## config.mk

```make
export PLATFORM = sky130hd
export DESIGN_NAME = ld_elem_fmt
export DESIGN_NICKNAME = d
export VERILOG_FILES = /design/src/rtl/ldfmt_pkg.sv /design/src/rtl/ldfmt_swap.sv /design/src/rtl/ldfmt_ext.sv /design/src/rtl/ldfmt_clamp.sv /design/src/rtl/ldfmt_slice.sv /design/src/rtl/ld_elem_fmt.sv
export SDC_FILE = /design/constraint.sdc
export NUM_CORES = 1
export LEC_CHECK = 0
export ABC_AREA = 0
export BUFFER_PORTS_ARGS = -buffer_cell sky130_fd_sc_hd__buf_4
export CELL_PAD_IN_SITES_DETAIL_PLACEMENT = 1
export CELL_PAD_IN_SITES_GLOBAL_PLACEMENT = 1
export CORE_MARGIN = 2
export CORE_UTILIZATION = 25
export CTS_CLUSTER_DIAMETER = 200
export DETAILED_ROUTE_END_ITERATION = 12
export GPL_ROUTABILITY_DRIVEN = 1
export PLACE_DENSITY = 0.52
export SLEW_MARGIN = 20
export SYNTH_ARGS = -nofsm -noshare
export SYNTH_HDL_FRONTEND = slang
export SYNTH_SLANG_ARGS = --single-unit
```

## constraint.sdc

```tcl
create_clock -name clk -period 7.9 [get_ports clk]
set_input_delay 0.395 -clock clk [delete_from_list [all_inputs] [get_ports clk]]
set_output_delay 0.395 -clock clk [all_outputs]
set_load 0.01 [all_outputs]
```

## src/rtl/ldfmt_pkg.sv

```systemverilog
package ldfmt_pkg;
  localparam int DW = 64;
  localparam int NB = DW / 8;

  typedef enum logic [1:0] {W8 = 2'd0, W16 = 2'd1, W32 = 2'd2, W64 = 2'd3} wcode_e;

  typedef struct packed {
    logic [DW-1:0] val;
    wcode_e        dst;
    logic          sat;
    logic          sgn;
  } mid_t;

  // all-ones mask covering the width named by the code
  function automatic logic [DW-1:0] wmask(input wcode_e w);
    case (w)
      W8:      wmask = DW'(64'hFF);
      W16:     wmask = DW'(64'hFFFF);
      W32:     wmask = DW'(64'hFFFF_FFFF);
      default: wmask = '1;
    endcase
  endfunction
endpackage

```

## src/rtl/ldfmt_swap.sv

```systemverilog
module ldfmt_swap
  import ldfmt_pkg::*;
(
  input  logic [DW-1:0] raw,
  input  wcode_e        opw,
  input  logic          swap_en,
  output logic [DW-1:0] ordered
);
  int nbytes;
  assign nbytes = 1 << opw;

  // keep only bytes inside the access; mirror them when swapping
  always_comb begin
    ordered = '0;
    for (int k = 0; k < NB; k++) begin
      if (k < nbytes) begin
        if (swap_en) ordered[k*8 +: 8] = raw[(nbytes-1-k)*8 +: 8];
        else         ordered[k*8 +: 8] = raw[k*8 +: 8];
      end
    end
  end
endmodule

```

## src/rtl/ldfmt_ext.sv

```systemverilog
module ldfmt_ext
  import ldfmt_pkg::*;
(
  input  logic [DW-1:0] val,
  input  wcode_e        opw,
  input  logic          sext,
  output logic [DW-1:0] ext
);
  logic [DW-1:0] omask;
  logic          msb;

  assign omask = wmask(opw);
  assign msb   = val[(8 << opw) - 1];
  assign ext   = (sext && msb) ? (val | ~omask) : (val & omask);
endmodule

```

## src/rtl/ldfmt_clamp.sv

```systemverilog
module ldfmt_clamp
  import ldfmt_pkg::*;
(
  input  logic [DW-1:0] val,
  input  wcode_e        dst,
  input  logic          sat,
  input  logic          sgn,
  output logic [DW-1:0] res
);
  logic [DW-1:0] dmask, smax, smin, r;

  assign dmask = wmask(dst);
  assign smax  = dmask >> 1;
  assign smin  = ~smax;

  always_comb begin
    r = val;
    if (sat && dst != W64) begin
      if (sgn) begin
        if ($signed(val) > $signed(smax))      r = smax;
        else if ($signed(val) < $signed(smin)) r = smin;
      end else if (val > dmask) begin
        r = dmask;
      end
    end
    res = r & dmask;
  end
endmodule

```

## src/rtl/ldfmt_slice.sv

```systemverilog
module ldfmt_slice #(
  parameter int W = 8
) (
  input  logic         clk,
  input  logic         rst_n,
  input  logic         up_valid,
  output logic         up_ready,
  input  logic [W-1:0] up_data,
  output logic         dn_valid,
  input  logic         dn_ready,
  output logic [W-1:0] dn_data
);
  logic         v_q;
  logic [W-1:0] d_q;

  assign up_ready = !v_q || dn_ready;
  assign dn_valid = v_q;
  assign dn_data  = d_q;

  always_ff @(posedge clk or negedge rst_n) begin
    if (!rst_n)        v_q <= 1'b0;
    else if (up_ready) v_q <= up_valid;
  end

  always_ff @(posedge clk) begin
    if (up_ready && up_valid) d_q <= up_data;
  end
endmodule

```

## src/rtl/ld_elem_fmt.sv

```systemverilog
module ld_elem_fmt
  import ldfmt_pkg::*;
#(
  parameter int PIPE_STAGES = 2
) (
  input  logic          clk,
  input  logic          rst_n,
  input  logic          in_valid,
  output logic          in_ready,
  input  logic [63:0]   in_data,
  input  logic [1:0]    in_opw,
  input  logic [1:0]    in_dstw,
  input  logic          in_brev,
  input  logic          in_le,
  input  logic          in_sat,
  input  logic          in_sgn,
  output logic          out_valid,
  input  logic          out_ready,
  output logic [63:0]   out_data
);
  localparam int MW = $bits(mid_t);

  logic [DW-1:0] sw_data, ext_data, fmt_data;
  logic          swap_en;
  mid_t          a_d, mid_q;
  logic          mid_valid, mid_ready;

  // reverse when opcode flag and endianness agree
  assign swap_en = ~(in_brev ^ in_le);

  ldfmt_swap u_swap (
    .raw(in_data), .opw(wcode_e'(in_opw)), .swap_en(swap_en), .ordered(sw_data)
  );

  ldfmt_ext u_ext (
    .val(sw_data), .opw(wcode_e'(in_opw)), .sext(in_sat && in_sgn), .ext(ext_data)
  );

  assign a_d = '{val: ext_data, dst: wcode_e'(in_dstw), sat: in_sat, sgn: in_sgn};

  generate
    if (PIPE_STAGES >= 2) begin : g_stage_a
      logic [MW-1:0] a_bits;
      ldfmt_slice #(.W(MW)) u_sl_a (
        .clk(clk), .rst_n(rst_n),
        .up_valid(in_valid), .up_ready(in_ready), .up_data(a_d),
        .dn_valid(mid_valid), .dn_ready(mid_ready), .dn_data(a_bits)
      );
      assign mid_q = mid_t'(a_bits);
    end else begin : g_no_stage_a
      assign mid_valid = in_valid;
      assign in_ready  = mid_ready;
      assign mid_q     = a_d;
    end
  endgenerate

  ldfmt_clamp u_clamp (
    .val(mid_q.val), .dst(mid_q.dst), .sat(mid_q.sat), .sgn(mid_q.sgn), .res(fmt_data)
  );

  ldfmt_slice #(.W(DW)) u_sl_b (
    .clk(clk), .rst_n(rst_n),
    .up_valid(mid_valid), .up_ready(mid_ready), .up_data(fmt_data),
    .dn_valid(out_valid), .dn_ready(out_ready), .dn_data(out_data)
  );
endmodule

```

# After elaboration in Yosys (flattened, before gate mapping)
# Index checks and enable logic that the tools add are counted.
# classes
addsub	9
magnitude_cmp	12
n_eq_ne	5
n_shift	10
mux	27
bitwise	6
n_reduce_logical	11
# ops
cell	n
64-bit by 32-bit variable part select with 8-bit output	8
64-bit two-way mux	6
64-bit one-hot mux with 3 select lines	2
64-bit bitwise AND	2
64-bit > comparator	2
4-bit by 32-bit less-than comparator with 1-bit output, first input constant	4
8-bit two-way mux	16
29-bit by 4-bit subtractor with 29-bit output, second input constant	4
3-bit by 32-bit less-than comparator with 1-bit output, first input constant	2
64-bit less-than comparator	1
63-bit inverter with 64-bit output	1
64-bit inverter	1
64-bit bitwise OR	1
29-bit by 2-bit subtractor with 29-bit output, second input constant	2
29-bit by 3-bit subtractor with 29-bit output, second input constant	2
1-bit by 32-bit less-than comparator with 1-bit output, first input constant	1
2-bit by 32-bit less-than comparator with 1-bit output, first input constant	1
32-bit by 8-bit less-than comparator with 1-bit output, second input constant	1
1-bit by 2-bit left shift with 32-bit output, first input constant	1
4-bit by 2-bit left shift with 32-bit output, first input constant	1
32-bit by 2-bit subtractor with 32-bit output, second input constant	1
1-bit binary-select mux with 6-bit select	1
1-bit logical AND	5
2-bit by 1-bit == test with 1-bit output, second input constant	2
7 further kinds	12
# totals
register_bits	134
in_bits	76
out_inout_bits	66
elab_cells	84

# Depth between registers and ports, before layout
# logic_depth
depth_word	11
ltp_mapped	18
ltp_nobuf	16

# Modules after synthesis
# A second synthesis with hierarchy kept.
# hier_totals
cells_unflattened	1145
area_unflattened_um2	11960.2
# modules_own_cells
mod	instances	cells_each	area_per_inst_um2	seq_area_each_um2
ldfmt_swap	1	381	3523.4	0.0
ldfmt_clamp	1	473	3429.5	0.0
ldfmt_slice (g_stage_a.u_sl_a)	1	72	2095.8	2067.0
ldfmt_slice (u_sl_b)	1	68	1975.6	1946.9
ldfmt_ext	1	149	920.9	0.0
ld_elem_fmt	1	2	15.0	0.0

# Worst setup path before layout
# OpenSTA, ideal clock, no wires.
# synth_timing
path_kind	register to register
startpoint	reg g_stage_a.u_sl_a.d_q[2], in the netlist g_stage_a.u_sl_a.dn_data[2]
endpoint	reg u_sl_b.d_q[15], in the netlist u_sl_b.dn_data[15], data pin
setup_ns	0.270
t_arrival_ns	4.788
path_slack_ns	2.841
stages_incl_launch_ff	18
path_cell_list	edfxtp_1 -> nand2_1 -> inv_1 -> ha_1 -> nand2b_1 -> a21oi_1 -> o21bai_1 -> a221oi_1 -> o21a_1 -> nor4_1 -> a31oi_1 -> a211oi_1 -> ha_1 -> and2_1 -> o211ai_1 -> buf_2 -> a2bb2oi_1 -> a211oi_1
# synth_between
elab_chain_len	9
# synth_rtl
item	line_no	source
from (decl)	ldfmt_slice.sv:14	logic [W-1:0] d_q;
from (signal assigned)	ldfmt_slice.sv:26	if (up_ready && up_valid) d_q <= up_data;
2-bit == test (tied with other cells)	ldfmt_pkg.sv:16	case (w)
64-bit one-hot mux with 3 select lines	ldfmt_pkg.sv:16	
63-bit inverter with 64-bit output	ldfmt_clamp.sv:14	assign smin = ~smax;
64-bit less-than comparator	ldfmt_clamp.sv:21	else if ($signed(val) < $signed(smin)) r = smin;
64-bit two-way mux	ldfmt_clamp.sv:21	
64-bit two-way mux	ldfmt_clamp.sv:20	if ($signed(val) > $signed(smax)) r = smax;
64-bit two-way mux	ldfmt_clamp.sv:19	if (sgn) begin
64-bit two-way mux	ldfmt_clamp.sv:18	if (sat && dst != W64) begin
64-bit bitwise AND *	ldfmt_clamp.sv:26	res = r & dmask;
net fmt_data[15]	ld_elem_fmt.sv:23	logic [DW-1:0] sw_data, ext_data, fmt_data;
to (signal assigned)	ldfmt_slice.sv:26	
to (decl)	ldfmt_slice.sv:14	
# The timed path passes the listed nets; every way through them passes the cells marked *.
# A chain may end at the register's enable or synchronous reset.

# Worst setup path after layout
# layout_timing
startpoint	reg g_stage_a.u_sl_a.d_q[3], in the netlist g_stage_a.u_sl_a.dn_data[3]
endpoint	reg u_sl_b.d_q[15], in the netlist u_sl_b.dn_data[15], data pin
# The elaborated chain is that of the path after synthesis.

==> impl_results.md <==
* Status: complete, no violations
* Max_cap viols at 0
* Clock buffer count from CTS at 17
* Crit share post-route at 64.82%
* Reg-to-reg slack, setup at 2.78 ns
* # rows at 77
* Die height at roughly 220 um
* Worst slew margin at a little over a third
* WL final at 37790 um
* Critical Path End Type: register
* 1st-iter DRT viols at between 600 and 700
* Residual DRC at 0
* Initial Utilization at between 20% and 30%
* Final setup fails at 0
* First drt pass iteration count at 5
* Fin crit period at 5.121 ns
* Cell area after synthesis at about 11000 um2
* Post-synth ARST share at 1.493%
* Largest cells by area after synthesis: edfxtp_1 (35%), ha_1 (17%), mux4_2 (13%)
* Final instance area at 13440 um2
* Via density at approximately 5.1
* Share of layout cells above drive strength 1 at about a quarter
* Syn_area_per_cell at 11.14 um2
* Post-CTS setup buffers at 0
* Ys Warns at 0
* Post-DP HPWL at just under 30000 um
* Post-CTS Resized at 0
* Top-area cell type share of the netlist area at 35.40%
* VDD IR max at about 0.14 mV
* DIE AREA at roughly 46000 um2
* Synthesized Nets at approximately 1200
* N_diodes at 0
* Post-synthesis sequential area ratio at between 30% and 40%
* Cell taking the most area after synthesis: edfxtp_1
* Pre-CTS WS at around 2.6 ns
* Post-synth EDFFs at approximately 130
* Final Hold Viols at 0
* DR vias at between 8000 and 9000
* Vias in the first global route at 9122
* Slew @ Worst Pin at 0.9767 ns
* Filler cells at between 4000 and 5000
* Fmax at just under 200 MHz
* Die W at 215.6 um
* Count leader, synth: ha_1
* Core box area at 44220 um2
* Worst setup SP type: register
* Flops & latches, synth at 134
* Routed Antenna Nets at 0
* Setup TNS at 0 ns
* Routability cong. at roughly 0.83
* Clk_lat worst skew at about 0.46 ns
* Top Ports at around 140
* Largest net degree at the start of global routing at between 80 and 90
* CTS Hold Bufs at 1
* Area delta synth->final at 20.00%
* Post-synth cell types at 67
* Top post-synthesis cells by count: ha_1 (148), edfxtp_1 (132), a21oi_1 (85)
* Max Slew Vio Count at 0
* DR WL/cell at around 22 um
* CP arrival at approximately 5.3 ns
* H-tree levels at 4
* Ys flop type: edfxtp_1
* Post-Synthesis Cells at 1005
* Critical path peak fanout at 54
* Clock Pin Slew Worst Setup and Hold Paths at about 0.08 ns
* Global-route wire length before repair at between 50000 and 60000 um
* Nets@finish at approximately 1300
* CTS max path bufs at 2
* CTS tree: built
* Worst Path Required at about 8 ns
* RSZ-0062 raised after global routing: no
* I/O Buffers at between 100 and 150
* Post-DP Area at 12870 um2
* Final WS setup at approximately 2.8 ns
* Initial antenna violation count at 0
* HP Class: in2reg
* Root Driver: clkbuf_16
* Max Clock Skew at about 0.017 ns
* Sinks on Clock Net at about 130
* Pwr dens at approximately 170 nW/um2
* Overall Global Routing Usage at approximately 16%
* GR Overflow Total at 0
* Static leakage at between 5 and 6 nW
* Crit path kind: reg2reg
==> cells by family (layout without fill, tap and decap cells) <==
group                    after synthesis  count (layout)  synth area share [%]
XOR/XNOR                               2               2                0.2906
buffers and inverters                 91             224                 3.621
AND/OR/NAND/NOR                      257             257                 11.30
AO/OA/AOI/OAI                        252             252                 14.24
adder cells (fa/ha/maj)              148             148                 16.54
flip-flops                           134             134                 35.85
multiplexers                         121             121                 18.16
==> placed cells by master (no fill, tap or decap), drive strengths merged, types with 3 or more instances in the layout <==
master   synthesis  routed
nand4           10      10
a21o             8       8
a221oi          15      15
clkbuf          32      17
nand2           63      63
o22ai           15      15
edfxtp         132     132
nor2b            8       8
o21a             6       6
o21bai           9       9
or3              3       3
mux2i           49      49
or4              4       4
ha             148     148
a22oi            9       9
a2bb2oi          8       8
nor2            75      75
o21ai           57      57
nor4             8       8
o2111ai          4       4
buf             25     157
a31oi            5       5
o211ai           8       8
and4             3       3
mux2             7       7
nor3            21      21
and3            34      34
nand2b           9       9
clkinv           2       7
a21oi           87      87
inv             32      40
a211oi           6       6
nand3            9       9
and2             3       3
mux4            65      65
o31ai            3       3
==> critical path, cell delays in order (launching register included) <==
cell,delay (ns)
edfxtp_1,0.32
buf_4,0.45
or2_0,0.57
clkinv_1,0.66
ha_1,0.41
nor2b_1,0.12
o21a_1,0.12
o21ai_0,0.07
a21oi_1,0.17
o31ai_1,0.14
a311o_1,0.35
a31oi_1,0.14
a211oi_1,0.08
ha_1,0.36
and2_1,0.18
o211ai_1,0.08
buf_4,0.34
a2bb2oi_1,0.18
a211oi_1,0.08
==> area by class of cell <==
class	count	area, um2	area share, %
Inverter	34	127.6	0.9499
Clock inverter	15	118.9	0.8847
Sequential cell	134	4014	29.88
Clock buffer	17	425.4	3.166
Multi-Input combinational cell	780	6817	50.74
Timing Repair Buffer	158	1192	8.875
Tap cell	592	740.7	5.513
==> path summary, 6_finish.rpt <==
kind,startpoint,end,cells after the start
worst max-delay path,g_stage_a.u_sl_a.dn_data[3],u_sl_b.dn_data[15],18
worst min-delay path,in_dstw[1],g_stage_a.u_sl_a.dn_data[3],1
worst max register to register,g_stage_a.u_sl_a.dn_data[3],u_sl_b.dn_data[15],18
worst min register to register,g_stage_a.u_sl_a.dn_valid,u_sl_b.dn_valid,1
max in group asynchronous,rst_n,g_stage_a.u_sl_a.dn_valid,2
min in group asynchronous,rst_n,u_sl_b.dn_valid,2
==> state kept, by name (all words and copies together), names as in the netlist <==
register,count
g_stage_a.u_sl_a.dn_data,68
u_sl_b.dn_data,64
g_stage_a.u_sl_a.dn_valid,1
u_sl_b.dn_valid,1
==> stage by stage <==
| step | instances | util, % | total power [W] | hold WS [ns] |
|---|---|---|---|---|
| global placement | 1697 | 29.10 | 0.001582 | 0.1787 |
| finish | 1730 | 30.38 | 0.002326 | 0.1317 |
| global route | 1730 | 30.38 | 0.002455 | 0.1138 |
| CTS | 1730 | 30.36 | 0.002360 | 0.1093 |
| floorplan | 1005 | - | 0.001321 | 0.09941 |
| detailed placement | 1697 | 29.11 | 0.001588 | 0.1786 |
==> where the power goes <==
part           internal (W)  switching (W)  total, W
clock network      0.000408       0.000350  0.000757
registers          0.000864      0.0000528  0.000917
logic              0.000275       0.000377  0.000651
==> routing by layer <==
layer	global-route usage [%]	part of all wire (%)	routed length, um	up-vias
li1	-	-	-	4141
met1	21.97	46	17220	4462
met2	26.53	47	17800	233
met3	3.157	4.7	1789	42
met4	5.862	2.6	982	0
met5	0	0	0	-
(Power assumes the default switching activity.)
